**config.mk**
```make
export PLATFORM = sky130hd
export DESIGN_NAME = nc_store_issue
export DESIGN_NICKNAME = d
export VERILOG_FILES = /design/src/rtl/nc_issue_pkg.sv /design/src/rtl/nc_issue_ptr.sv /design/src/rtl/nc_issue_payload.sv /design/src/rtl/nc_issue_fsm.sv /design/src/rtl/nc_store_issue.sv
export SDC_FILE = /design/constraint.sdc
export NUM_CORES = 1
export LEC_CHECK = 0
export BUFFER_PORTS_ARGS = -buffer_cell sky130_fd_sc_hd__buf_2
export CAP_MARGIN = 20
export CORE_ASPECT_RATIO = 1.25
export CORE_MARGIN = 2
export CORE_UTILIZATION = 42
export CTS_BUF_LIST = sky130_fd_sc_hd__clkbuf_4
export CTS_CLUSTER_DIAMETER = 30
export DETAILED_ROUTE_END_ITERATION = 16
export GPL_ROUTABILITY_DRIVEN = 0
export GPL_TIMING_DRIVEN = 0
export HOLD_SLACK_MARGIN = 0.08
export PLACE_DENSITY = 0.89
export SYNTH_ARGS = -nofsm -noshare
export SYNTH_HDL_FRONTEND = slang
export SYNTH_SLANG_ARGS = --single-unit
```
**constraint.sdc**
```tcl
create_clock -name clk -period 1.4 [get_ports clk]
set_clock_uncertainty 0.1 [all_clocks]
set_input_delay 0.07 -clock clk [delete_from_list [all_inputs] [get_ports clk]]
set_output_delay 0.07 -clock clk [all_outputs]
set_load 0.05 [all_outputs]
```
**src/rtl/nc_issue_pkg.sv**
```systemverilog
// Shared types for the non-cacheable store issue controller.
// Assumes: nothing beyond IEEE 1800-2017.
package nc_issue_pkg;

    // Controller states: idle, request on the port, waiting for a response,
    // waiting for the slave's acceptance acknowledge.
    typedef enum logic [1:0] {
        ST_IDLE = 2'd0,
        ST_REQ  = 2'd1,
        ST_RESP = 2'd2,
        ST_ACKW = 2'd3
    } nc_state_e;

endpackage

```
**src/rtl/nc_issue_ptr.sv**
```systemverilog
// Queue pointer with a wrap bit: {wrap, index}.
// Steps by one entry when 'step' is high. The index returns to 0 after
// DEPTH-1 and the wrap bit flips at that point.
// Assumes: DEPTH >= 2. A power-of-two DEPTH uses a plain adder.
module nc_issue_ptr #(
    parameter int DEPTH = 16,
    localparam int IDX_W = $clog2(DEPTH)
) (
    input  logic           clk,
    input  logic           rst_n,
    input  logic           step,
    output logic [IDX_W:0] ptr
);
    logic [IDX_W:0] ptr_nxt;

    generate
        if ((1 << IDX_W) == DEPTH) begin : g_pow2
            // Next value: binary add, where the carry out of the index is the wrap flip.
            always_comb ptr_nxt = ptr + 1'b1;
        end else begin : g_any
            // Next value: explicit wrap at DEPTH-1.
            always_comb begin
                if (ptr[IDX_W-1:0] == IDX_W'(DEPTH - 1))
                    ptr_nxt = {~ptr[IDX_W], {IDX_W{1'b0}}};
                else
                    ptr_nxt = {ptr[IDX_W], ptr[IDX_W-1:0] + 1'b1};
            end
        end
    endgenerate

    // Pointer register: cleared by reset, steps once per completion.
    always_ff @(posedge clk) begin
        if (!rst_n)    ptr <= '0;
        else if (step) ptr <= ptr_nxt;
    end
endmodule

```
**src/rtl/nc_issue_payload.sv**
```systemverilog
// Request payload holding register.
// Captures address, data and mask when 'load' is high and holds them
// until the next load, so the request stays stable while it waits for ready.
// Assumes: load is only asserted while no request is on the port.
module nc_issue_payload #(
    parameter int ADDR_W = 32,
    parameter int DATA_W = 64,
    localparam int MASK_W = DATA_W / 8
) (
    input  logic              clk,
    input  logic              rst_n,
    input  logic              load,
    input  logic [ADDR_W-1:0] in_addr,
    input  logic [DATA_W-1:0] in_data,
    input  logic [MASK_W-1:0] in_mask,
    output logic [ADDR_W-1:0] out_addr,
    output logic [DATA_W-1:0] out_data,
    output logic [MASK_W-1:0] out_mask
);
    // Payload register: loads on issue start, otherwise holds.
    always_ff @(posedge clk) begin
        if (!rst_n) begin
            out_addr <= '0;
            out_data <= '0;
            out_mask <= '0;
        end else if (load) begin
            out_addr <= in_addr;
            out_data <= in_data;
            out_mask <= in_mask;
        end
    end
endmodule

```
**src/rtl/nc_issue_fsm.sv**
```systemverilog
// Issue sequencer for non-cacheable stores.
// idle -> request -> (response | acknowledge wait) -> idle.
// The completion mode is captured on leaving idle. 'advance' pulses for
// one cycle when the current store is finished.
// Assumes: 'start' is only meaningful in idle; the completion inputs
// are ignored in every state except the matching wait state.
module nc_issue_fsm
    import nc_issue_pkg::*;
(
    input  logic      clk,
    input  logic      rst_n,
    input  logic      start,
    input  logic      mode_in,
    input  logic      req_fire,
    input  logic      resp_valid,
    input  logic      accept_ack,
    output nc_state_e state,
    output logic      load,
    output logic      advance
);
    nc_state_e state_nxt;
    logic      mode_q;

    // Next-state logic, plus the load and advance strobes.
    always_comb begin
        state_nxt = state;
        load      = 1'b0;
        advance   = 1'b0;
        unique case (state)
            ST_IDLE: begin
                if (start) begin
                    state_nxt = ST_REQ;
                    load      = 1'b1;
                end
            end
            ST_REQ: begin
                if (req_fire) state_nxt = mode_q ? ST_ACKW : ST_RESP;
            end
            ST_RESP: begin
                if (resp_valid) begin
                    state_nxt = ST_IDLE;
                    advance   = 1'b1;
                end
            end
            ST_ACKW: begin
                if (accept_ack) begin
                    state_nxt = ST_IDLE;
                    advance   = 1'b1;
                end
            end
            default: state_nxt = ST_IDLE;
        endcase
    end

    // State register.
    always_ff @(posedge clk) begin
        if (!rst_n) state <= ST_IDLE;
        else        state <= state_nxt;
    end

    // Completion-mode register: taken only when a store is started.
    always_ff @(posedge clk) begin
        if (!rst_n)    mode_q <= 1'b0;
        else if (load) mode_q <= mode_in;
    end
endmodule

```
**src/rtl/nc_store_issue.sv**
```systemverilog
// Non-cacheable store issue controller (top).
// Issues the queue-head store on an uncached request channel. It completes
// the store on a response (blocking mode) or on an acceptance acknowledge
// (outstanding mode), then steps the read-data and dequeue pointers once.
// Assumes: the queue presents the head entry selected by rdata_ptr
// combinationally on head_*; reset is synchronous and active low.
module nc_store_issue
    import nc_issue_pkg::*;
#(
    parameter int DEPTH  = 16,
    parameter int ADDR_W = 32,
    parameter int DATA_W = 64,
    localparam int MASK_W = DATA_W / 8,
    localparam int IDX_W  = $clog2(DEPTH),
    localparam int NPTR   = 2
) (
    input  logic              clk,
    input  logic              rst_n,
    input  logic              head_valid,
    input  logic              head_exec_nc,
    input  logic [ADDR_W-1:0] head_addr,
    input  logic [DATA_W-1:0] head_data,
    input  logic [MASK_W-1:0] head_mask,
    input  logic              outstanding_en,
    output logic              req_valid,
    input  logic              req_ready,
    output logic [ADDR_W-1:0] req_addr,
    output logic [DATA_W-1:0] req_data,
    output logic [MASK_W-1:0] req_mask,
    input  logic              resp_valid,
    input  logic              accept_ack,
    output logic [IDX_W:0]    rdata_ptr,
    output logic [IDX_W:0]    deq_ptr
);
    nc_state_e      state;
    logic           load;
    logic           advance;
    logic           start;
    logic           req_fire;
    logic [IDX_W:0] ptr_q [NPTR];

    // Issue qualifiers: an executable non-cacheable head entry, and the handshake.
    always_comb begin
        start     = head_valid && head_exec_nc;
        req_valid = (state == ST_REQ);
        req_fire  = req_valid && req_ready;
    end

    nc_issue_fsm u_fsm (
        .clk        (clk),
        .rst_n      (rst_n),
        .start      (start),
        .mode_in    (outstanding_en),
        .req_fire   (req_fire),
        .resp_valid (resp_valid),
        .accept_ack (accept_ack),
        .state      (state),
        .load       (load),
        .advance    (advance)
    );

    nc_issue_payload #(
        .ADDR_W (ADDR_W),
        .DATA_W (DATA_W)
    ) u_payload (
        .clk      (clk),
        .rst_n    (rst_n),
        .load     (load),
        .in_addr  (head_addr),
        .in_data  (head_data),
        .in_mask  (head_mask),
        .out_addr (req_addr),
        .out_data (req_data),
        .out_mask (req_mask)
    );

    // One pointer instance each for read-data (0) and dequeue (1).
    generate
        for (genvar g = 0; g < NPTR; g++) begin : g_ptr
            nc_issue_ptr #(.DEPTH(DEPTH)) u_ptr (
                .clk   (clk),
                .rst_n (rst_n),
                .step  (advance),
                .ptr   (ptr_q[g])
            );
        end
    endgenerate

    // Pointer outputs.
    always_comb begin
        rdata_ptr = ptr_q[0];
        deq_ptr   = ptr_q[1];
    end
endmodule

```
==> out/results.ini, run 1 <==
[synth]
seq_area_frac_synth_pct=55.7
post_synth.cell_area_avg_sq_um=8.01
syn_area_sq_um=4210
syn_inst=525
yosysTopAreaCell=dfxtp_1
ys_ff_latch=117
synth_cell_types=21
synth_nets=639
synth_warnings=0
synth_area_leaders=dfxtp_1 (56%), nand2_1 (20%), a21oi_1 (13%)
synth_top_area_share_pct=55.7

[status]
violations=negative setup slack
outcome=finished with violations

[worst_setup_path]
cp_top_family=buffers and inverters
worst-path-buf-inv=3
cp.depth=6
cp.required_ns=1.72
cp_slowest_cell=dfxtp_4
reg2reg_depth=6
max_stage_delay_ns=0.38
crit_arrival_ns=1.99
crit_fanout=7
path_class=reg2reg
crit_chain=and4bb_1 -> buf_6 -> buf_12 -> buf_8 -> nand2_1 -> a21oi_2
cp-start-kind=register
cp-end-kind=register

[min_path]
worstHoldPathType=in2reg
holdPathStages=4

[global_route]
use_met3_pct=9.04
grt_first_pass_wirelength_microns=25000
grtUsageMet1_pct=28.0
grt_util_all_layers_pct=29.8
grt_max_degree=17
grt_util_met2_pct=55.3
top_usage_layer=met2
first_global_vias=5299
grt-ovfl-total=0
antenna_found_initial=2

[timing]
maxSlewHeadroom_pct=46.4
max_freq_ghz=0.599
slew_violations=0
max_slew.worst_pin.slew_ns=0.804
min_period_ns=1.67
setup_violations=82
period_share_pct=119
grt_setup_unrepaired=yes
finalHoldViolCount=0
fin_setup_tns_ns=-4.39
worst_slack_ns=-0.269

[floorplanning]
rows=40
start_util_pct=43.6
pin_count=227
coreArea_sq_um=9660
floorplan.die_area_sq_um=10800
die_w_microns=93.5
die_y_microns=116

[layout]
layout_common_cells=buf_2 (222), nand2_1 (185), dlygate4sd3_1 (116), dfxtp_1 (109), a21oi_1 (72)
area_delta_synth_final_pct=84.8
final_nets=1012
layout_commonest_cell=buf_2
final_cells=1041
register_area_sq_um=2370
final_area_sq_um=7780
multi_input_area_sq_um=2000
fill_cells=544
drive_gt1_share_pct=42.0

[clocking]
ctsHtreeMaxLevel=4
root_buffer=clkbuf_4
cts_tree=yes
worstSkewPairLatency_ns=0.51
cts_sinks=117
cts_max_path_buffers=2
path_clk_slew_ns=0.12
cts_buffers=17

[routing]
wl_per_cell_microns=19.1
drc_errors=0
vias_per_cell=5.32
wirelength_microns=19800
drtIter0Drc=348
drtPass1Iterations=5
vias=5534
ant_nets=0

[power]
p_leak_nw=3.52
ir_worst_vdd_uv=727
powerDensity_nw_per_um2=1120

[placed_design]
placed_area_sq_um=5510
dpl.hpwl_microns=8530
post-place-cells=876
io_buffers=225

[job]
max_cap_violations=0

==> stage by stage <==
| step | setup slack [ns] | util, % | hold slack (ns) | power, mW |
|---|---|---|---|---|
| finish | -0.269 | 80.5 | 0.225 | 8.69 |
| global route | -0.302 | 80.4 | 0.193 | 8.93 |
| CTS | -0.0705 | 74.7 | 0.121 | 8.28 |
| detailed placement | -0.267 | 57.0 | 0.216 | 5.11 |
| global placement | -0.242 | 57.0 | 0.210 | 5.09 |
| floorplan | 0.000946 | - | 0.106 | 4.66 |
==> report_power, final <==
group | total [mW] | internal [mW] | switching, mW
Clock | 2.94 | 1.58 | 1.36
Combinational | 2.14 | 0.814 | 1.32
Sequential | 3.61 | 3.49 | 0.117
==> worst reg2reg max path, stage by stage (launching register included) <==
cell and delay, ns:
dfxtp_4 0.38, and4bb_1 0.28, buf_6 0.15, buf_12 0.15, buf_8 0.13, nand2_1 0.11
a21oi_2 0.29
==> final cells by class <==
class / instances / share of cell area [%]
well taps: 126 / 2.03
plain buffers: 39 / 4.46
flip-flops and latches: 117 / 30.4
clock buffers: 17 / 1.64
clock inverters: 15 / 2.70
repair buffers: 356 / 32.8
diodes: 4 / 0.129
inverters: 1 / 0.0483
multi-input cells: 366 / 25.7
==> registers in the layout, indices dropped and copies added (netlist names) <==
signal	count
u_payload.out_addr	32
u_payload.out_data	64
u_fsm.mode_q	1
u_fsm.state	2
u_payload.out_mask	8
g_ptr.u_ptr.ptr	10
==> cells in the mapped netlist, drive strengths merged <==
master   number
nand2       219
dfxtp       117
a21oi       112
buf          22
clkbuf       19
o21ai         6
or3           6
mux2i         5
nand4         4
nand2b        3
ha            2
nor2b         2
nor3          2
a2111oi       1
a211oi        1
and3b         1
and4bb        1
inv           1
nand4bb       1
==> path summary, 6_finish.rpt <==
kind	slack, ns	to	from
worst min register to register	0.36	u_payload.out_data[35]	u_payload.out_data[35]
worst min-delay path	0.22	u_payload.out_mask[6]	head_mask[6]
worst max-delay path	-0.27	u_payload.out_data[4]	u_fsm.state[1]
worst max register to register	-0.27	u_payload.out_data[4]	u_fsm.state[1]
==> layer usage <==
metal / routed length [microns] / vias to the layer above
met5: 13 / -
met4: 1320 / 2
met3: 1900 / 136
met2: 10100 / 412
met1: 6500 / 2518
li1: - / 2466
==> kinds of logic after synthesis <==
kind of cell,synth area share (%)
AO/OA/AOI/OAI,14.4
adder cells (fa/ha/maj),0.595
buffers and inverters,5.35
multiplexers,1.19
flip-flops,55.7
AND/OR/NAND/NOR,22.8
==> repair_timing <==
item                                    in CTS  in global routing
buffers inserted                             5                  3
hold endpoints to repair                   114                  0
hold buffers                               116                  0
endpoints found under the setup margin     118                117
gates resized for setup                     50                122
gates cloned                                 2                  5
pin swaps                                    1                 33
(Power assumes the default switching activity.)
==> inputs of run 2 (changes only) <==
Settings changed: CORE_UTILIZATION 42 to 46, PLACE_DENSITY 0.89 to 0.92.
Clock period 1.4 ns to 1.6 ns, I/O delays scaled along.
==> run 2 against run 1 <==
Compared with the run above: the flow still finishes with violations (negative setup slack); hold slack got worse by 0.017 ns; first-iteration DRC count is 32% lower; largest cell class unchanged; register-to-register slack gained 0.26 ns; die area fell by 8.4%; sequential cell count stayed put; non-clock buffer count shrank 10; sequential share of layout area is 2.7 points higher; maximum frequency grew 3.9%; count of clock-buffer cells in the layout up 4; highest routed layer is now met4; largest power group unchanged; final area is 8.9% lower; sequential power is 13% lower.
==> out/results.ini, run 2 (same netlist as run 1, synthesis figures left out) <==
[layout]
layout_common_cells=buf_2 (229), nand2_1 (219), dlygate4sd3_1 (119), dfxtp_1 (112), a21oi_1 (106)
register_area_sq_um=2350  ; -0.79%
regMostFlops=u_payload.out_data
largestRegisters=u_payload.out_data: 64 flops, u_payload.out_addr: 32 flops, g_ptr.u_ptr.ptr: 10 flops
area_delta_synth_final_pct=68.3
layout_commonest_cell=buf_2
drive_gt1_share_pct=33.0  ; -9.1 points
final_area_sq_um=7080  ; -8.9%
final_cells=1024  ; -1.6%
fill_cells=509  ; -6.4%
multi_input_area_sq_um=1670  ; -17%
largest_register_ffs=64  ; unchanged
final_nets=1002  ; -0.99%
diodes=0  ; -4
finish.utilization_pct=78.4  ; -2.1 points

[routing]
wl_per_cell_microns=15.6  ; -18%
drc_errors=0  ; unchanged
ant_nets=0  ; unchanged
wirelength_microns=16000  ; -19%
drtPass1Iterations=6  ; +1
vias=5193  ; -6.2%
drtIter0Drc=235  ; -32%
vias_per_cell=5.07  ; -4.6%

[timing]
slew_violations=0  ; unchanged
fin_setup_tns_ns=-0.00529  ; +4.38 ns
min_period_ns=1.61  ; -0.0633 ns
worst_slack_ns=-0.00529  ; +0.263 ns
setup_violations=1  ; -99%
period_share_pct=100  ; -19 points
max_freq_ghz=0.623  ; +3.9%
max_slew.worst_pin.slew_ns=0.663  ; -0.141 ns
finalHoldViolCount=0  ; unchanged
grt_setup_unrepaired=yes
fin_hold_ws_ns=0.208  ; -0.0172 ns
maxSlewHeadroom_pct=55.8  ; +9.4 points

[job]
max_cap_violations=0  ; unchanged

[floorplanning]
start_util_pct=46.6  ; +3.0 points
rows=39  ; -2.5%
pin_count=227  ; unchanged
floorplan.die_area_sq_um=9930  ; -8.4%
die_w_microns=89.5  ; -4.3%
coreArea_sq_um=9030  ; -6.5%
die_y_microns=111  ; -4.3%

[global_route]
first_global_vias=5437  ; +2.6%
grt-ovfl-total=0  ; unchanged
antenna_found_initial=0  ; -2
grt_util_all_layers_pct=31.6  ; +1.8 points
grt_first_pass_wirelength_microns=24700  ; -1.2%
grt_max_degree=17  ; unchanged

[power]
ir_worst_vdd_uv=724  ; -0.42%
p_leak_nw=3.24  ; -8.0%
p_total_mw=6.98  ; -20%
powerDensity_nw_per_um2=986  ; -12%

[status]
outcome=finished with violations
violations=negative setup slack

[worst_setup_path]
crit_arrival_ns=1.95  ; -0.04 ns
r2r_setup_slack_ns=-0.005  ; +0.26 ns
r2r-start=u_fsm.state[0]
critPathLaunch=u_fsm.state[0]
crit_fanout=10  ; +3
cp.required_ns=1.95  ; +0.23 ns
path_class=reg2reg
cp-start-kind=register
cp-end-kind=register
reg2reg_depth=7  ; +1
reg2reg_to=u_payload.out_data[30]

[placed_design]
placed_area_sq_um=5490  ; -0.30%
dpl.hpwl_microns=8490  ; -0.40%
io_buffers=225  ; unchanged
post-place-cells=873  ; -0.34%
detailedPlace.worstSlack_ns=-0.105  ; +0.162 ns

[clocking]
cts_tree=yes
cts_setup_buffers=0  ; -5
root_buffer=clkbuf_4
path_clk_slew_ns=0.11  ; about the same
cts_sinks=117  ; unchanged
cts_buffers=17  ; unchanged
ctsHtreeMaxLevel=4  ; unchanged
cts_max_path_buffers=2  ; unchanged
worstSkewPairLatency_ns=0.52  ; about the same

[min_path]
hold_start=rst_n
holdPathStages=4  ; unchanged
worstHoldPathType=in2reg
hold_end=u_payload.out_data[59]

## run 2: changes by cell type in the layout (fill, tap and decap cells not counted), sizes merged
| cell | delta |
|---|---|
| bufinv | -2 |
| inv | -1 |
| clkbuf | -2 |
| dlygate4sd3 | +3 |
| buf | -7 |
| clkinv | -1 |
| diode | -4 |
## run 2: power by group
group	leakage (nW)	total [mW]	switching [mW]	internal [mW]
Clock	0.160	2.25	1.11	1.13
Sequential	0.956	3.14	0.0811	3.06
Combinational	2.12	1.59	1.02	0.577
Total	3.24	6.98	2.21	4.77
## run 2: layer usage
| layer | vias up | track usage, % | wire [microns] |
|---|---|---|---|
| met2 | 289 | 55.5 | 8240 |
| li1 | 2434 | - | - |
| met3 | 80 | 9.46 | 1290 |
| met5 | - | 0 | 0 |
| met4 | 0 | 17.7 | 854 |
| met1 | 2390 | 31.9 | 5630 |
## run 2: worst max-delay path by stage
stage,end,slack [ns],depth (start not counted)
global route,u_payload.out_data[30],-0.04,7
global placement,u_payload.out_data[7],-0.05,5
CTS,u_payload.out_addr[19],-0.005,6
detailed placement,u_payload.out_data[2],-0.11,7
floorplan,g_ptr[0].u_ptr.ptr[4],0.19,4
finish,u_payload.out_data[30],-0.005,7
## run 2: timing repair
| item | 4_1_cts | 5_1_grt |
|---|---|---|
| endpoints found under the hold margin | 111 | 0 |
| setup endpoints to repair | 62 | 74 |
| resized for setup | 15 | 28 |
| hold buffers | 119 | 0 |
## run 2: final cells by class
cell class / count / area share, %
flip-flops and latches: 117 / 33.2
repair buffers: 344 / 32.8
multi-input cells: 366 / 23.6
plain buffers: 41 / 4.12
clock buffers: 21 / 2.23
well taps: 123 / 2.17
clock inverters: 11 / 1.89
inverters: 1 / 0.0530
## run 2: worst max-delay path: stages (launching register included)
cell      delay, ns
dfxtp_1        0.31
buf_4          0.15
and4bb_1       0.28
buf_6          0.14
buf_12         0.14
buf_8          0.13
nand2_1        0.10
a21oi_2        0.17
==> inputs of run 3 (changes only) <==
Settings changed: CORE_UTILIZATION 46 to 30, PLACE_DENSITY 0.92 to 0.67.
==> run 3 against run 2 <==
Compared with the run above: the run now ends clean; via count fell by 7.2%; utilization decreased by 27 points; sequential share of layout area increased by 0.053 points; die area up 51%.
==> out/results.ini, run 3 (same netlist as run 1, synthesis figures left out) <==
[status]
outcome=complete, no violations

[global_route]
grt_max_degree=17  ; unchanged
grt_util_all_layers_pct=19.0  ; -13 points
antenna_found_initial=1  ; +1
grt-ovfl-total=0  ; unchanged
first_global_vias=4650  ; -14%
grt_first_pass_wirelength_microns=21900  ; -11%

[clocking]
cts_sinks=117  ; unchanged
cts_buffers=17  ; unchanged
ctsHtreeMaxLevel=4  ; unchanged
root_buffer=clkbuf_4
cts_tree=yes
cts_setup_buffers=0  ; unchanged
cts_max_path_buffers=2  ; unchanged
path_clk_slew_ns=0.12  ; about the same
worstSkewPairLatency_ns=0.53  ; about the same

[job]
max_cap_violations=0  ; unchanged

[worst_setup_path]
crit_fanout=10  ; unchanged
r2r-start=u_fsm.state[0]
path_class=reg2reg
cp-end-kind=register
reg2reg_depth=7  ; unchanged
reg2reg_to=u_payload.out_data[4]
cp.required_ns=1.96  ; about the same
crit_arrival_ns=1.88  ; -0.07 ns
cp-start-kind=register
r2r_setup_slack_ns=0.08  ; +0.09 ns

[layout]
layout_commonest_cell=buf_2
final_cells=1074  ; +4.9%
final_nets=999  ; -0.30%
regMostFlops=u_payload.out_data
largestRegisters=u_payload.out_data: 64 flops, u_payload.out_addr: 32 flops, g_ptr.u_ptr.ptr: 10 flops
layout_common_cells=buf_2 (227), nand2_1 (219), dlygate4sd3_1 (116), dfxtp_1 (112), a21oi_1 (106)
finish.utilization_pct=51.5  ; -27 points
final_area_sq_um=7080  ; about the same
area_delta_synth_final_pct=68.2  ; about the same
largest_register_ffs=64  ; unchanged
drive_gt1_share_pct=32.6  ; -0.34 points

[routing]
drtIter0Drc=173  ; -26%
vias=4817  ; -7.2%
drtPass1Iterations=4  ; -2
vias_per_cell=4.49  ; -12%
drc_errors=0  ; unchanged
wirelength_microns=14400  ; -10%
ant_nets=0  ; unchanged
wl_per_cell_microns=13.4  ; -14%

[floorplanning]
start_util_pct=30.6  ; -16 points
floorplan.die_area_sq_um=15000  ; +51%
die_w_microns=110  ; +23%
rows=48  ; +23%
pin_count=227  ; unchanged
die_y_microns=136  ; +23%
coreArea_sq_um=13800  ; +52%

[timing]
max_slew.worst_pin.slew_ns=0.587  ; -0.0759 ns
grt_setup_unrepaired=yes
finalHoldViolCount=0  ; unchanged
maxSlewHeadroom_pct=60.8  ; +5.1 points
min_period_ns=1.52  ; -0.0853 ns
setup_violations=0  ; -1
fin_hold_ws_ns=0.118  ; -0.0893 ns
max_freq_ghz=0.658  ; +5.6%
period_share_pct=95.0  ; -5.3 points
slew_violations=0  ; unchanged

[power]
powerDensity_nw_per_um2=928  ; -5.9%
p_leak_nw=3.19  ; -1.3%
ir_worst_vdd_uv=493  ; -32%

[placed_design]
placed_area_sq_um=5560  ; +1.2%
post-place-cells=925  ; +6.0%
dpl.hpwl_microns=9140  ; +7.6%
io_buffers=225  ; unchanged

[min_path]
holdPathStages=4  ; unchanged
hold_end=u_payload.out_data[62]
hold_start=rst_n
worstHoldPathType=in2reg

==> run 3: cell type report <==
type	instances	area (sq um)
Timing Repair Buffer	341	2290
Inverter	1	3.75
Clock inverter	13	91.3
Antenna cell	1	2.50
Multi-Input combinational cell	366	1680
Tap cell	175	219
Buffer	41	293
Fill cell	1257	6680
Clock buffer	19	143
Sequential cell	117	2350
==> run 3: how the worst max path moves through the flow <==
stage / slack [ns] / start / end / cells after the start
floorplan: 0.19 / g_ptr[0].u_ptr.ptr[0] / g_ptr[0].u_ptr.ptr[4] / 4
global placement: -0.13 / rst_n / g_ptr[1].u_ptr.ptr[2] / 5
detailed placement: -0.17 / rst_n / g_ptr[0].u_ptr.ptr[2] / 5
CTS: -0.01 / u_fsm.state[1] / req_valid / 3
global route: -0.01 / u_fsm.state[0] / g_ptr[1].u_ptr.ptr[3] / 5
finish: 0.08 / u_fsm.state[0] / u_payload.out_data[4] / 7
==> run 3: metal layers <==
layer,vias up,global-route usage [%],part of all wire (%)
met3,32,6.23,7.5
met2,177,33.5,51
met5,-,0,0
li1,2437,-,-
met4,0,9.92,2.9
met1,2171,19.6,38
==> run 3: repair_timing <==
item / in CTS / in global routing
resized for setup: 17 / 25
hold buffers: 116 / 0
pin swaps: 0 / 1
hold endpoints to repair: 113 / 0
gates cloned: 0 / 0
setup endpoints to repair: 82 / 72
==> run 3: metrics by stage <==
step | TNS, ns | setup slack (ns) | power [mW]
2_1_floorplan | 0 | 0.185 | 4.08
3_3_place_gp | -6.94 | -0.125 | 4.48
3_5_place_dp | -11.03 | -0.172 | 4.49
4_1_cts | -0.0192 | -0.00969 | 6.61
5_1_grt | -0.0116 | -0.0116 | 6.92
6_report | 0 | 0.0800 | 6.57
==> run 3: where the power goes <==
group / internal (mW) / switching, mW / leakage, nW / total, mW
logic: 0.574 / 0.983 / 2.11 / 1.56
clock network: 0.764 / 1.11 / 0.125 / 1.88
registers: 3.06 / 0.0743 / 0.956 / 3.14
==> run 3: critical path, cell delays in order, from the launching register on <==
cell and delay (ns):
dfxtp_1 0.31, buf_4 0.15, and4bb_1 0.26, buf_6 0.14, buf_12 0.14, buf_6 0.14, nand2_1 0.07, a21oi_1 0.12
